==> src/rtl/mic_cap_pkg.sv <==
package mic_cap_pkg;
  typedef enum logic [1:0] {
    ST_IDLE  = 2'd0,
    ST_SHIFT = 2'd1,
    ST_SYNC  = 2'd2
  } cap_state_e;
endpackage

==> src/rtl/mic_sclk_gen.sv <==
// Serial clock divider and bit counter, active only while a frame runs.
module mic_sclk_gen #(
  parameter int CLK_DIV    = 4,
  parameter int FRAME_BITS = 16
) (
  input  logic clk,
  input  logic rst_n,
  input  logic run,
  output logic sclk,
  output logic rise_tick,
  output logic frame_end
);
  localparam int HALF = CLK_DIV / 2;
  localparam int DW   = (CLK_DIV > 1) ? $clog2(CLK_DIV) : 1;
  localparam int BW   = (FRAME_BITS > 1) ? $clog2(FRAME_BITS) : 1;

  logic [DW-1:0] div_cnt;
  logic [BW-1:0] bit_cnt;
  logic          wrap;

  assign wrap = (div_cnt == DW'(CLK_DIV - 1));

  always_ff @(posedge clk or negedge rst_n) begin
    if (!rst_n) begin
      div_cnt <= '0;
      bit_cnt <= '0;
    end else if (!run) begin
      div_cnt <= '0;
      bit_cnt <= '0;
    end else begin
      div_cnt <= wrap ? '0 : div_cnt + 1'b1;
      if (wrap) bit_cnt <= bit_cnt + 1'b1;
    end
  end

  // low half first, high half second; idle high
  assign sclk      = !run || (div_cnt >= DW'(HALF));
  assign rise_tick = run && (div_cnt == DW'(HALF - 1));
  assign frame_end = run && wrap && (bit_cnt == BW'(FRAME_BITS - 1));
endmodule

==> src/rtl/mic_shift_in.sv <==
// Keeps only the newest DATA_BITS bits; leading bits fall off the top.
module mic_shift_in #(
  parameter int DATA_BITS = 12
) (
  input  logic                 clk,
  input  logic                 rst_n,
  input  logic                 sdata,
  input  logic                 capture,
  input  logic                 commit,
  output logic [DATA_BITS-1:0] sample
);
  logic [DATA_BITS-1:0] shreg;

  always_ff @(posedge clk or negedge rst_n) begin
    if (!rst_n) begin
      shreg  <= '0;
      sample <= '0;
    end else begin
      if (capture) shreg <= {shreg[DATA_BITS-2:0], sdata};
      if (commit)  sample <= shreg;
    end
  end
endmodule

==> src/rtl/mic_pacer.sv <==
// Sample-rate pacer and minimum chip-select gap timer, both saturating.
module mic_pacer #(
  parameter int RATE_DIV = 6250,
  parameter int GAP_CYC  = 4
) (
  input  logic clk,
  input  logic rst_n,
  input  logic frame_go,
  input  logic sync_enter,
  output logic rate_due,
  output logic gap_done
);
  localparam int PW = (RATE_DIV > 1) ? $clog2(RATE_DIV) : 1;
  localparam int GW = (GAP_CYC > 1) ? $clog2(GAP_CYC) : 1;

  logic [PW-1:0] pace_cnt;
  logic [GW-1:0] gap_cnt;

  assign rate_due = (pace_cnt == PW'(RATE_DIV - 1));
  assign gap_done = (gap_cnt == GW'(GAP_CYC - 1));

  always_ff @(posedge clk or negedge rst_n) begin
    if (!rst_n) begin
      pace_cnt <= '0;
      gap_cnt  <= GW'(GAP_CYC - 1);
    end else begin
      if (frame_go)      pace_cnt <= '0;
      else if (!rate_due) pace_cnt <= pace_cnt + 1'b1;

      if (sync_enter)    gap_cnt <= '0;
      else if (!gap_done) gap_cnt <= gap_cnt + 1'b1;
    end
  end
endmodule

==> src/rtl/mic_adc_capture.sv <==
module mic_adc_capture #(
  parameter int CLK_DIV    = 4,
  parameter int FRAME_BITS = 16,
  parameter int DATA_BITS  = 12,
  parameter int RATE_DIV   = 6250
) (
  input  logic                 clk,
  input  logic                 rst_n,
  input  logic                 start,
  input  logic                 continuous,
  input  logic                 sdata,
  output logic                 cs_n,
  output logic                 sclk,
  output logic [DATA_BITS-1:0] sample,
  output logic                 done
);
  import mic_cap_pkg::*;

  localparam int GAP_CYC = CLK_DIV;

  cap_state_e state_q;
  logic mode_q, done_q;
  logic run, rise_tick, frame_end, rate_due, gap_done, frame_go;

  assign run = (state_q == ST_SHIFT);
  assign frame_go = start && gap_done &&
                    ((state_q == ST_IDLE) ||
                     ((state_q == ST_SYNC) && mode_q && rate_due));

  mic_sclk_gen #(.CLK_DIV(CLK_DIV), .FRAME_BITS(FRAME_BITS)) i_sclk (
    .clk(clk), .rst_n(rst_n), .run(run),
    .sclk(sclk), .rise_tick(rise_tick), .frame_end(frame_end)
  );

  mic_shift_in #(.DATA_BITS(DATA_BITS)) i_shift (
    .clk(clk), .rst_n(rst_n), .sdata(sdata),
    .capture(rise_tick), .commit(frame_end), .sample(sample)
  );

  mic_pacer #(.RATE_DIV(RATE_DIV), .GAP_CYC(GAP_CYC)) i_pacer (
    .clk(clk), .rst_n(rst_n), .frame_go(frame_go), .sync_enter(frame_end),
    .rate_due(rate_due), .gap_done(gap_done)
  );

  always_ff @(posedge clk or negedge rst_n) begin
    if (!rst_n) begin
      state_q <= ST_IDLE;
      mode_q  <= 1'b0;
      done_q  <= 1'b0;
    end else begin
      unique case (state_q)
        ST_IDLE: begin
          if (frame_go) begin
            state_q <= ST_SHIFT;
            mode_q  <= continuous;
          end
        end
        ST_SHIFT: begin
          if (frame_end) begin
            state_q <= ST_SYNC;
            done_q  <= 1'b1;
          end
        end
        ST_SYNC: begin
          if (!start) begin
            state_q <= ST_IDLE;
            done_q  <= 1'b0;
          end else begin
            if (mode_q) done_q <= 1'b0;
            if (frame_go) begin
              state_q <= ST_SHIFT;
              mode_q  <= continuous;
            end
          end
        end
        default: state_q <= ST_IDLE;
      endcase
    end
  end

  assign cs_n = !run;
  assign done = done_q;
endmodule

==> config.mk <==
export PLATFORM = sky130hd
export DESIGN_NAME = mic_adc_capture
export DESIGN_NICKNAME = d
export VERILOG_FILES = /design/src/rtl/mic_cap_pkg.sv /design/src/rtl/mic_sclk_gen.sv /design/src/rtl/mic_shift_in.sv /design/src/rtl/mic_pacer.sv /design/src/rtl/mic_adc_capture.sv
export SDC_FILE = /design/constraint.sdc
export NUM_CORES = 1
export LEC_CHECK = 0
export ABC_CLOCK_PERIOD_IN_PS = 2150
export BUFFER_PORTS_ARGS = -buffer_cell sky130_fd_sc_hd__buf_2
export CAP_MARGIN = 20
export CORE_MARGIN = 1.5
export CORE_UTILIZATION = 52
export CTS_CLUSTER_DIAMETER = 120
export DETAILED_ROUTE_END_ITERATION = 12
export GPL_TIMING_DRIVEN = 0
export PLACE_DENSITY_LB_ADDON = 0.08
export REMOVE_ABC_BUFFERS = 1
export SLEW_MARGIN = 20
export SYNTH_ARGS = -nofsm -noshare
export SYNTH_HDL_FRONTEND = slang
export SYNTH_SLANG_ARGS = --single-unit
export TNS_END_PERCENT = 30
==> constraint.sdc <==
create_clock -name clk -period 2.15 [get_ports clk]
set_clock_uncertainty 0.15 [all_clocks]
set_input_delay 0.43 -clock clk [delete_from_list [all_inputs] [get_ports clk]]
set_output_delay 0.43 -clock clk [all_outputs]
set_load 0.01 [all_outputs]
Yosys cells after proc, flatten, opt, wreduce, memory -nomap -nowiden

Index checks and enable logic that the tools add are counted.

Equality and inequality tests: 13
$add $sub $neg: 4
$lt $le $gt $ge: 1
Reductions and logical operators: 15
Mux-type cells: 19

Operators by type and width:

| cell                    | number |
|---|---|
| $mux W13                | 2 |
| $mux W2                 | 7 |
| $add A13 B1 Y13 const B | 1 |
| $eq A13 B13 Y1 const B  | 1 |
| $mux W4                 | 2 |
| $ne A2 B2 Y1 const B    | 4 |
| $logic_and A1 B1 Y1     | 7 |
| $eq A2 B2 Y1 const B    | 3 |
| $pmux W2 S3             | 1 |
| $mux W1                 | 5 |
| $add A2 B1 Y2 const B   | 2 |
| $add A4 B1 Y4 const B   | 1 |
| $eq A2 B1 Y1 const B    | 2 |
| $eq A4 B4 Y1 const B    | 1 |
| $pmux W1 S2             | 2 |
| $reduce_bool A2 Y1      | 2 |
| $ne A3 B3 Y1 const B    | 1 |
| $reduce_and A3 Y1       | 1 |
| $ge A2 B2 Y1 const B    | 1 |
| $logic_not A2 Y1        | 1 |
| $logic_or A1 B1 Y1      | 2 |
| $ne A2 B1 Y1 const B    | 1 |
| $reduce_and A2 Y1       | 1 |
| $logic_not A1 Y1        | 1 |

Register bits after elaboration: 49
Output and inout port bits: 15

Logic depth before layout (Yosys ltp)

Depth in word-level cells: 8
Gate-level depth with buffers: 6

Modules after synthesis

Synthesis repeated with hierarchy kept, for this count alone.

Cell total of the unflattened synthesis: 177
Area, all modules: 2,283.4 µm²

By module, submodules not included:

| module          | cells each | seq. area each (µm²) | times used | area an instance (µm²) |
|---|---|---|---|---|
| mic_shift_in    | 50         | 600.6                | 1          | 968.4 |
| mic_pacer       | 79         | 377.9                | 1          | 800.8 |
| mic_sclk_gen    | 29         | 150.1                | 1          | 316.6 |
| mic_adc_capture | 19         | 100.1                | 1          | 197.7 |

Least setup slack after synthesis

Ideal clock, no wire load.

Path type: reg2reg
Start: register i_pacer.pace_cnt[9]
End: register state_q[1]
Period minus slack after synthesis: 2.049 ns
Arrival time: 1.778 ns
Slack: 0.101 ns
Data required time: 1.880 ns
Cell stages (with the launch flop): 5
Buffers on the path: 1
Path through: dfrtp_1 or4b_1 buf_2 or4_1 a41o_1

Longest elaborated chain between the ends: 7

Ends and longest elaborated chain:

| what                    | line                  | source |
|---|---|---|
| from (decl)             | mic_pacer.sv:16       | `logic [PW-1:0] pace_cnt;` |
| from (signal assigned)  | mic_pacer.sv:28       | `else if (!rate_due) pace_cnt <= pace_cnt + 1'b1;` |
| $eq A13 B13 Y1 (*)      | mic_pacer.sv:19       | `assign rate_due = (pace_cnt == PW'(RATE_DIV - 1));` |
| $logic_and A1 B1 Y1 (*) | mic_adc_capture.sv:28 | `((state_q == ST_SYNC) && mode_q && rate_due));` |
| $logic_or A1 B1 Y1 (*)  | mic_adc_capture.sv:27 | `((state_q == ST_IDLE) \|\|` |
| $logic_and A1 B1 Y1 (*) | mic_adc_capture.sv:26 | `assign frame_go = start && gap_done &&` |
| $mux W2 (*)             | -                     |  |
| $mux W2                 | -                     |  |
| $pmux W2 S3 (*)         | -                     |  |
| to (signal assigned)    | mic_adc_capture.sv:47 | `state_q <= ST_IDLE;` |
| to (signal assigned)    | mic_adc_capture.sv:54 | `state_q <= ST_SHIFT;` |
| to (signal assigned)    | mic_adc_capture.sv:60 | `state_q <= ST_SYNC;` |
| to (decl)               | mic_adc_capture.sv:21 | `cap_state_e state_q;` |

Every way passes the cells marked *; elsewhere a longest branch is shown, timed or not.
A chain may end at the register's enable or synchronous reset.

Final worst setup path

Start: register i_pacer.pace_cnt[2]
End: register state_q[1]

Same word-level chain as after synthesis.

==> implementation parameters <==
Parameter                              Value

Status
  Status    complete, but fails checks
  Failing checks    hold timing

Pwr
  LEAKAGE    1.20 nW
  Peak VDD IR    461 uV
  Power density normalized to cell area    601 nW/um2

Setup path
  Type of destination of the critical path    flip-flop
  Crit Path Category    reg2reg
  Category of the worst setup path launch point    flip-flop
  Launch point of the critical path    i_pacer.pace_cnt[2]
  CP Capture Point    state_q[1]
  Number of cells on the worst reg-to-reg path    3
  Max Fanout on Critical Path    8
  Slack of the worst reg-to-reg path    30 ps
  Critical Path RT    2190 ps
  Destination of the worst register-to-register timing path    state_q[1]
  Worst EP arrival    2160 ps
  Worst reg2reg startpoint    i_pacer.pace_cnt[2]

STA
  Number of failing hold endpoints at the final stage    24
  Number of endpoints failing setup at the final stage    0
  Achievable Freq    0.472 GHz
  Headroom to the max-slew limit    0.586
  Unrepaired setup endpoints after global routing    true
  Tightest hold margin    -10.7 ps
  Setup TNS    0 ps
  Count of pins over their slew limit    0
  Tcrit/Tclk final    0.985
  Slew at the pin closest to its max-slew limit    619 ps
  Shortest clock period the worst path allows after layout    2120 ps

Die
  Die Area    4690 um2
  Die height    68.5 um
  Initial core utilization    0.550
  Placeable Area    4060 um2
  Die W    68.5 um
  Count of pins on the block boundary    20
  Row cnt    23

Synthesis
  Dominant cell by count in the synthesized netlist    sky130_fd_sc_hd__dfrtp_1
  Yosys warning count    0
  #FFs+latches synth    49
  Async set or reset register ratio after synthesis    1.00
  Number of enable flip-flop cells after synthesis    0
  Top_reg_cell synth    sky130_fd_sc_hd__dfrtp_1
  Count of different cell masters after synthesis    39
  Commonest cells in the synthesized netlist    sky130_fd_sc_hd__dfrtp_1, sky130_fd_sc_hd__mux2_2, sky130_fd_sc_hd__inv_1, sky130_fd_sc_hd__a22oi_1
  Gate count after technology mapping    179
  Synthesized cell area    2230 um2
  Largest area contributor in the synthesized netlist    sky130_fd_sc_hd__dfrtp_1
  Main area contributors after synthesis    sky130_fd_sc_hd__dfrtp_1, sky130_fd_sc_hd__mux2_2, sky130_fd_sc_hd__ha_1
  Synth top area share    0.527
  Post-synthesis sequential area ratio    0.550
  Synthesized area per cell    12.5 um2

GRT
  GRT busiest layer    met2
  Vias in the first global route    1497
  Wire length of the first global-routing pass    6870 um
  Antenna violations before repair    0
  Grt total ovfl    0
  GRT met3 Usage    0.0341
  Pin count of the biggest net entering global routing    50
  Met2 Usage GRT    0.347
  Total routing resource utilization after global routing    0.197
  Global Route met1 Usage    0.248

Clock network
  Clock tree from TritonCTS    done
  Source-to-sink clock delay at the later pin of the worst-skew pair    290 ps
  Number of clock sinks    49
  Number of buffers added by the clock tree synthesis step    5
  # H-tree levels    2
  Clock slew seen by the registers of the worst setup and hold paths    90 ps
  Root buffer cell    sky130_fd_sc_hd__clkbuf_8
  Bufs on Longest Clock Path    2

Finish
  Final-stage net count    213
  Number of diodes    0
  Register area    1230 um2
  Area growth from synthesis to layout    12.3%
  FILL cells    330
  Ratio of cells with drive above 1 in the final layout    0.317
  Final design instance area without fill    2510 um2
  Area used by multi-input combinational logic    947 um2

Placement
  Area post-placement    2350 um2
  RePlAce Congestion    0.780
  Port Buf Inserts    19
  Post-detail-place hpwl    2800 um

Job
  Max-cap violation count    0

Routing
  Post-detailed-route wirelength per cell    16.2 um
  Drc violations    0
  Drt initial violations    45
  Number of detailed-routing iterations run before antenna repair    4
  Post-route ant nets    0
  Number of vias after detailed routing    1503
  Average via count per standard cell    5.96
  Total wire length    4090 um

Worst hold path
  Class of the tightest hold or removal check    in2async
==> critical path: stages, from the launching register on <==
cell and delay [ps]:
sky130_fd_sc_hd__dfrtp_1 460, sky130_fd_sc_hd__or4bb_4 620, sky130_fd_sc_hd__or4_1 530, sky130_fd_sc_hd__a41o_1 250
==> cells in the final DEF, fill, tap and decap left out, types with 2 or more instances in the layout <==
cell                       instances
sky130_fd_sc_hd__clkbuf_8          5
sky130_fd_sc_hd__dfrtp_1          46
sky130_fd_sc_hd__or4_1             5
sky130_fd_sc_hd__a22oi_1           9
sky130_fd_sc_hd__o31ai_1           5
sky130_fd_sc_hd__mux2i_1           2
sky130_fd_sc_hd__nor4_1            2
sky130_fd_sc_hd__o31a_1            2
sky130_fd_sc_hd__buf_4             4
sky130_fd_sc_hd__nand3_1           5
sky130_fd_sc_hd__nand4_1           4
sky130_fd_sc_hd__a211oi_1          2
sky130_fd_sc_hd__a21oi_1           3
sky130_fd_sc_hd__mux2_2           24
sky130_fd_sc_hd__xor2_1            4
sky130_fd_sc_hd__nand2_1           5
sky130_fd_sc_hd__ha_1              6
sky130_fd_sc_hd__o21ai_0           4
sky130_fd_sc_hd__inv_1            10
sky130_fd_sc_hd__buf_2            18
sky130_fd_sc_hd__nor2_1            7
sky130_fd_sc_hd__xnor2_1           2
sky130_fd_sc_hd__or3_1             5
sky130_fd_sc_hd__dfstp_2           2
==> per-stage QoR <==
stage,hold WS [ps],power [mW],std cells,worst slack [ps],utilization
floorplan,-15.6,0.966,171,-22.2,-
global placement,308,0.990,240,-358,0.578
detailed placement,325,0.993,240,-307,0.580
CTS,206,1.53,250,-4.00,0.609
global route,34.8,1.57,252,-20.1,0.618
finish,-10.7,1.51,252,31.9,0.618
==> layer usage <==
layer / vias to the layer above / share of wire
met3: 5 / 0.034
met5: - / 0
li1: 706 / -
met2: 33 / 0.51
met4: 0 / 0.0086
met1: 759 / 0.45
==> layout make-up <==
cell class | count | area share
Inverter | 10 | 0.0150
Sequential cell | 49 | 0.491
Clock inverter | 3 | 0.00848
Tap cell | 50 | 0.0250
Multi-Input combinational cell | 112 | 0.378
Timing Repair Buffer | 23 | 0.0559
Clock buffer | 5 | 0.0274
==> flip-flops by register name, summed over array words and instances (netlist names) <==
name              cells
i_shift.shreg        12
i_sclk.bit_cnt        4
done                  1
i_sclk.div_cnt        2
i_pacer.pace_cnt     13
i_shift.sample       12
mode_q                1
state_q               2
i_pacer.gap_cnt       2
==> report_power, final <==
group / switching [mW] / leakage (nW) / total [mW] / internal (mW)
registers: 0.00771 / 0.619 / 0.940 / 0.932
logic: 0.0208 / 0.536 / 0.0324 / 0.0116
clock network: 0.304 / 0.0445 / 0.535 / 0.231
==> cell families (layout without fill, tap and decap cells) <==
| group | after synthesis | after routing | synth area share |
|---|---|---|---|
| AOI/OAI and AO/OA | 32 | 32 | 0.112 |
| muxes | 26 | 26 | 0.130 |
| DFF | 49 | 49 | 0.550 |
| and+or+nand+nor | 41 | 41 | 0.109 |
| xor gates and xnor gates | 6 | 6 | 0.0235 |
| buffers and inverters | 18 | 41 | 0.0359 |
| adders and majority gates | 7 | 7 | 0.0392 |
==> how the worst min path moves through the flow <==
stage | end | slack, ps
floorplan | done | -20
detailed placement | done | 330
finish | i_pacer.pace_cnt[0] | -10
global placement | done | 310
global route | i_pacer.pace_cnt[5] | 30
CTS | i_pacer.pace_cnt[0] | 210
==> what timing repair did <==
action	in CTS	in global routing
hold buffers	0	0
setup endpoints to repair	28	14
buffers inserted	2	2
resized for setup	4	2
pin swaps	2	2
No activity file was read; power rests on OpenSTA's default activity.
